$ cat src/rtl/trib_alarm_pkg.sv
package trib_alarm_pkg;
  localparam int unsigned NSRC = 3;
  localparam int unsigned SRC_SIZE = 0;
  localparam int unsigned SRC_LOP  = 1;
  localparam int unsigned SRC_AIS  = 2;

  localparam logic [1:0] SS_T15 = 2'b11;
  localparam logic [1:0] SS_T2  = 2'b10;

  function automatic logic [1:0] exp_code(input logic sel);
    return sel ? SS_T2 : SS_T15;
  endfunction
endpackage

$ cat src/rtl/trib_size_mon.sv
module trib_size_mon #(
  parameter int unsigned RUN_LEN = 3
) (
  input  logic       clk_i,
  input  logic       rst_ni,
  input  logic       sf_i,
  input  logic [1:0] ss_i,
  input  logic       sel_i,
  output logic       err_o,
  output logic       chg_o
);
  import trib_alarm_pkg::*;
  localparam int unsigned CW = $clog2(RUN_LEN + 1);
  localparam logic [CW-1:0] RUN_LAST = CW'(RUN_LEN - 1);

  logic [CW-1:0] run_q, run_d;
  logic          err_q, err_d;
  logic          mis;

  assign mis = (ss_i != exp_code(sel_i));

  // run counts consecutive strobes pointing away from the current state
  always_comb begin
    err_d = err_q;
    run_d = run_q;
    if (sf_i) begin
      if (mis != err_q) begin
        if (run_q == RUN_LAST) begin
          err_d = ~err_q;
          run_d = '0;
        end else begin
          run_d = run_q + 1'b1;
        end
      end else begin
        run_d = '0;
      end
    end
  end

  always_ff @(posedge clk_i or negedge rst_ni) begin
    if (!rst_ni) begin
      err_q <= 1'b0;
      run_q <= '0;
    end else begin
      err_q <= err_d;
      run_q <= run_d;
    end
  end

  assign err_o = err_q;
  assign chg_o = err_d ^ err_q;

  assert_run_bound_R2: assert property (@(posedge clk_i) disable iff (!rst_ni)
    run_q < CW'(RUN_LEN));
  assert_no_strobe_hold_R4: assert property (@(posedge clk_i) disable iff (!rst_ni)
    !sf_i |=> $stable(err_q) && $stable(run_q));
  assert_rise_on_mis_R2: assert property (@(posedge clk_i) disable iff (!rst_ni)
    sf_i && mis && !err_q && run_q == RUN_LAST |=> err_q);
  assert_fall_on_match_R3: assert property (@(posedge clk_i) disable iff (!rst_ni)
    sf_i && !mis && err_q && run_q == RUN_LAST |=> !err_q);
endmodule

$ cat src/rtl/trib_delta_bit.sv
module trib_delta_bit (
  input  logic clk_i,
  input  logic rst_ni,
  input  logic chg_i,
  input  logic clr_i,
  output logic q_o
);
  logic q;

  always_ff @(posedge clk_i or negedge rst_ni) begin
    if (!rst_ni) q <= 1'b0;
    else         q <= (q & ~clr_i) | chg_i;  // a change beats the clear
  end

  assign q_o = q;

  assert_chg_sets_R6: assert property (@(posedge clk_i) disable iff (!rst_ni)
    chg_i |=> q_o);
  assert_sticky_R7: assert property (@(posedge clk_i) disable iff (!rst_ni)
    q_o && !clr_i |=> q_o);
  assert_clear_R7: assert property (@(posedge clk_i) disable iff (!rst_ni)
    clr_i && !chg_i |=> !q_o);
endmodule

$ cat src/rtl/trib_alarm_rpt.sv
module trib_alarm_rpt #(
  parameter int unsigned RUN_LEN = 3
) (
  input  logic       clk_i,
  input  logic       rst_ni,
  input  logic       sf_strobe_i,
  input  logic [1:0] v1_ss_i,
  input  logic       size_sel_i,
  input  logic       lop_i,
  input  logic       ais_i,
  input  logic [2:0] mask_i,
  input  logic [2:0] clr_i,
  output logic       size_err_o,
  output logic       lop_o,
  output logic       ais_o,
  output logic [2:0] delta_o,
  output logic       irq_o
);
  import trib_alarm_pkg::*;

  logic            lop_q, ais_q, irq_q;
  logic            size_chg;
  logic [NSRC-1:0] chg, delta;

  trib_size_mon #(.RUN_LEN(RUN_LEN)) u_size (
    .clk_i (clk_i),
    .rst_ni(rst_ni),
    .sf_i  (sf_strobe_i),
    .ss_i  (v1_ss_i),
    .sel_i (size_sel_i),
    .err_o (size_err_o),
    .chg_o (size_chg)
  );

  always_ff @(posedge clk_i or negedge rst_ni) begin
    if (!rst_ni) begin
      lop_q <= 1'b0;
      ais_q <= 1'b0;
    end else begin
      lop_q <= lop_i;
      ais_q <= ais_i;
    end
  end

  always_comb begin
    chg           = '0;
    chg[SRC_SIZE] = size_chg;
    chg[SRC_LOP]  = lop_i ^ lop_q;
    chg[SRC_AIS]  = ais_i ^ ais_q;
  end

  for (genvar i = 0; i < NSRC; i++) begin : g_delta
    trib_delta_bit u_bit (
      .clk_i (clk_i),
      .rst_ni(rst_ni),
      .chg_i (chg[i]),
      .clr_i (clr_i[i]),
      .q_o   (delta[i])
    );
  end

  always_ff @(posedge clk_i or negedge rst_ni) begin
    if (!rst_ni) irq_q <= 1'b0;
    else         irq_q <= |(delta & ~mask_i);
  end

  assign lop_o   = lop_q;
  assign ais_o   = ais_q;
  assign delta_o = delta;
  assign irq_o   = irq_q;

  assert_lop_follow_R5: assert property (@(posedge clk_i) disable iff (!rst_ni)
    lop_i |=> lop_o);
  assert_lop_change_R6: assert property (@(posedge clk_i) disable iff (!rst_ni)
    (lop_i != lop_o) |=> delta_o[SRC_LOP]);
  assert_ais_change_R6: assert property (@(posedge clk_i) disable iff (!rst_ni)
    (ais_i != ais_o) |=> delta_o[SRC_AIS]);
  assert_all_masked_R8: assert property (@(posedge clk_i) disable iff (!rst_ni)
    (&mask_i) |=> !irq_o);
  assert_no_delta_no_irq_R8: assert property (@(posedge clk_i) disable iff (!rst_ni)
    (delta_o == '0) |=> !irq_o);
endmodule

$ cat config.mk
export PLATFORM = sky130hd
export DESIGN_NAME = trib_alarm_rpt
export DESIGN_NICKNAME = d
export VERILOG_FILES = /design/src/rtl/trib_alarm_pkg.sv /design/src/rtl/trib_size_mon.sv /design/src/rtl/trib_delta_bit.sv /design/src/rtl/trib_alarm_rpt.sv
export SDC_FILE = /design/constraint.sdc
export NUM_CORES = 1
export LEC_CHECK = 0
export CORE_AREA = 4 4 41 43
export DETAILED_ROUTE_END_ITERATION = 12
export DIE_AREA = 0 0 45 47
export GPL_ROUTABILITY_DRIVEN = 0
export GPL_TIMING_DRIVEN = 0
export PLACE_DENSITY = 0.65
export SYNTH_ARGS = -nofsm -noshare
export SYNTH_HDL_FRONTEND = slang
export SYNTH_SLANG_ARGS = --single-unit
$ cat constraint.sdc
create_clock -name clk_i -period 1.05 [get_ports clk_i]
set_clock_uncertainty 0.2 [all_clocks]
set_input_delay 0.105 -clock clk_i [delete_from_list [all_inputs] [get_ports clk_i]]
set_output_delay 0.105 -clock clk_i [all_outputs]
set_load 0.03 [all_outputs]
# == Word level (Yosys, flattened, before mapping) ==
# Index checks and enable logic that the tools add are counted.
# totals
regBits,9
input_bits,14
output_inout_bits,7
wordCells,34
# classes
n_addsub,1
n_eq_ne,3
n_mux,6
bitwise_logic,15
n_reduce_logical,1
# op_table
op,n
1-bit 2-to-1 mux,4
2-bit 2-to-1 mux,2
1-bit inverter,4
1-bit bitwise AND,3
3-bit bitwise AND,1
3-bit inverter,1
1-bit OR,3
3-bit OR reduction,1
1-bit XOR,3
2-bit by 1-bit adder with 2-bit output (second input constant),1
2-bit equality test (second input constant),1
2-bit inequality test,1
1-bit inequality test,1

# == Depth between registers and ports, before layout ==
# logic_depth
word_depth,7
ltp_mapped,3
depth_no_buf,3

# == Cells and area by module ==
# From an unflattened synthesis, not the netlist that was laid out.
# unflattened
hier_cells,34
hier_area_um2,396.6
# modules_own_cells
mod,instances,cells_each,area_per_inst_um2,seq_area_each_um2
trib_size_mon,1,16,166.4,75.1
trib_alarm_rpt,1,9,121.4,75.1
trib_delta_bit,3,3,36.3,25.0

# == Worst setup path after synthesis ==
# OpenSTA, ideal clock, no wires.
# synth_path
path_type,reg2reg
from,"reg u_size.err_q, in the netlist u_size.err_o"
to,reg u_size.run_q[0]
setup_ns,0.101
t_arrival_ns,0.975
required_time_ns,0.749
path_slack_ns,-0.226
stages_incl_launch_ff,3
path_buffers,0
period_less_slack_ns,1.276
path_cell_list,dfrtp_1 and3b_1 o32ai_1
# synth_between
elab_chain_cells,2
# synth_rtl
element,line,rtl
"start, declared",trib_size_mon.sv:17,"logic err_q, err_d;"
"start signal, assigned",trib_size_mon.sv:45,err_q <= err_d;
1-bit inequality test,trib_size_mon.sv:27,if (mis != err_q) begin
2-bit 2-to-1 mux,trib_size_mon.sv:27,
"end signal, assigned",trib_size_mon.sv:46,run_q <= run_d;
"end, declared",trib_size_mon.sv:16,"logic [CW-1:0] run_q, run_d;"
# Every way passes these cells.
# A chain may end at the register's enable or synchronous reset.

# == Final worst setup path ==
# layout_path
from,"reg u_size.err_q, in the netlist u_size.err_o"
to,reg g_delta[0].u_bit.q
# layout_between
elab_chain_cells,6
word_cells_on_any_way,7
classes_between,eq/ne (1); mux (3); bitwise (3)
# layout_rtl
element,line,rtl
1-bit inverter,trib_size_mon.sv:29,err_d = ~err_q;
1-bit 2-to-1 mux,trib_size_mon.sv:28,if (run_q == RUN_LAST) begin
1-bit 2-to-1 mux,trib_size_mon.sv:27,
1-bit 2-to-1 mux,trib_size_mon.sv:26,if (sf_i) begin
1-bit XOR (*),trib_size_mon.sv:51,assign chg_o = err_d ^ err_q;
1-bit OR (*),trib_delta_bit.sv:12,else q <= (q & ~clr_i) | chg_i;
"end signal, assigned",trib_delta_bit.sv:12,
"end, declared",trib_delta_bit.sv:8,logic q;
# Mark *: on every way between the ends. The rest lies on a longest branch, timed or not.

==> metrics.cfg <==
[routing]
via_per_inst=4.74
drt-total-wl_um=846
vias=346
drtAntennaViolNets=0
dr.pass1.iters=2
drtIter0Drc=3
wl_per_cell_um=11.6
drc_errors=0

[status]
violations=hold timing, setup timing
status=complete, but fails checks

[power_and_ir_drop]
cellPowerDensity_nw_per_um2=1860
vdd_drop_max_mv=1.21
leakage_nw=0.307

[cells_and_area]
layout_commonest_cell=clkdlybuf4s50_1
antennaDiodeCount=0
area.growth.synth_to_final_pct=76.5
drive_gt1_share_pct=44.8
layout_common_cells=clkdlybuf4s50_1, buf_6, dfrtp_1
fin_nets=73

[floorplan]
die_w_um=45
die_h_um=47
core-area_um2=1300
row_count=13
initial_utilization_pct=29.9
fp.dieArea_um2=2120
ios=21

[global_route]
grt_max_degree=10
grt_pass1_wl_um=1400
grt.overflow.total=0
grt_util_all_layers_pct=10.0
first_global_vias=340
antenna_found_initial=0

[clocking]
clock-sinks=9
clkTransAtPathRegs_ns=0.06
worstSkewPairLatency_ns=0.26
cts_buffer_depth=2
numCtsBuffers=3
cts_root_buffer=clkbuf_4
cts_tree=done
htree_levels=1

[timing]
max_freq_mhz=857
fin_ws_ns=-0.117
fin_tns_setup_ns=-0.816
rsz0062_at_grt=yes
whs_ns=-0.0735
max-slew-margin-rel_pct=74.5
hold_viol_final=9
worst_pin_slew_ns=0.381
fin_crit_sh_pct=111
post-route-min-period_ns=1.17
slew_viol_final=0
setup-violations-final=11

[setup_path]
crit_chain=and3b_2 > o32ai_2
path_class=reg2reg
critPathArrivalTime_ns=1.14
cp-start-kind=register
cp_max_fo=4
cp-end-kind=register
slowest_stage=dfrtp_2
crit_required_ns=1.02
slowest_delay_ns=0.38

[hold_path]
hp-class=in2async

[synthesis]
synth_top_area_share_pct=57.9
synth.avg_cell_area_um2=11.4
postSynthCellCount=34
yosysSeqAreaShare_pct=57.9
yosysTopAreaCell=dfrtp_1
synth_area_um2=389
synth.distinct_cells=15
synth_area_leaders=dfrtp_1, o32ai_1, buf_4
synth-seq-cells=9
synth.net_count=48
yosys_warnings=0

[run]
drv_cap=0

[placed_design]
dp_hpwl_um=600
io_buffers=20
dp_slack_ns=-0.474

## cell usage after synthesis
cell      instances
xor2_1            1
a21oi_1           1
o22ai_1           1
o32ai_1           3
dfrtp_1           9
buf_4             3
a21boi_1          1
nand3_1           2
inv_1             5
and3b_1           1
a21o_1            1
o21bai_1          1
nand3b_1          1
o21ai_0           2
xnor2_1           2
## layout make-up
class / count / area, um^2
well taps: 15 / 18.8
multi-input cells: 17 / 165
clock buffers: 4 / 26.3
flip-flops and latches: 9 / 229
inverters: 5 / 18.8
fillers: 136 / 614
repair buffers: 23 / 229
## through the flow
step | power (W) | hold WS (ns) | utilization, % | cell area (um^2) | cells
final | 0.00128 | -0.0735 | 52.8 | 687 | 73
after detailed placement | 0.000943 | 0.224 | 47.0 | 612 | 69
after floorplan | 0.000758 | -0.391 | - | 393 | 34
after global routing | 0.00137 | -0.0574 | 52.8 | 687 | 73
after CTS | 0.00126 | -0.0660 | 50.8 | 661 | 71
after global placement | 0.000934 | 0.223 | 47.0 | 612 | 69
## sequential cells by signal, indices dropped and copies added, names as in the netlist
register           flops
g_delta.u_bit.q_o      3
u_size.run_q           2
ais_o                  1
irq_o                  1
lop_o                  1
u_size.err_o           1
## what timing repair did
action,CTS,global route
endpoints found under the hold margin,9,9
gates resized for setup,57,5
buffers inserted,1,2
pin swaps,6,0
endpoints found under the setup margin,11,13
## critical path, delay by kind of cell (launching register included)
kind / cells / cell delay [ns]
DFF: 1 / 0.38
AOI/OAI and AO/OA: 1 / 0.25
and+or+nand+nor: 1 / 0.25
## metal layers
layer  up-vias  global-route usage (%)  wire length (um)
met4         0                    7.02                21
met5         -                       0                 0
met1       159                    10.9               331
li1        162                       -                 -
met3         5                    7.28               138
met2        20                    13.6               356
## logic make-up after synthesis
logic type             count (synthesis)  synth area share [%]
AO/OA/AOI/OAI                         10                  18.0
flip-flops                             9                  57.9
buffers and inverters                  8                  10.6
AND/OR/NAND/NOR                        4                  6.75
XOR/XNOR                               3                  6.75
## worst paths after layout
check	to	depth (start not counted)	start	slack (ns)
setup reg to reg	g_delta[0].u_bit.q_o	2	u_size.err_o	-0.12
max in group asynchronous	ais_o	1	rst_ni	0.43
hold / removal	u_size.run_q[0]	1	rst_ni	-0.07
hold reg to reg	u_size.err_o	1	u_size.err_o	0.32
min in group clk_i	lop_o	1	lop_i	0.13
setup / recovery	g_delta[0].u_bit.q_o	2	u_size.err_o	-0.12
## power breakdown
group | switching, W | leakage, nW | total [W] | internal [W]
Clock | 0.000119 | 0.0150 | 0.000265 | 0.000146
Combinational | 0.000256 | 0.187 | 0.000519 | 0.000263
Sequential | 0.0000636 | 0.105 | 0.000497 | 0.000434
Total | 0.000438 | 0.307 | 0.00128 | 0.000843
Power figures use the tool's default switching activity.
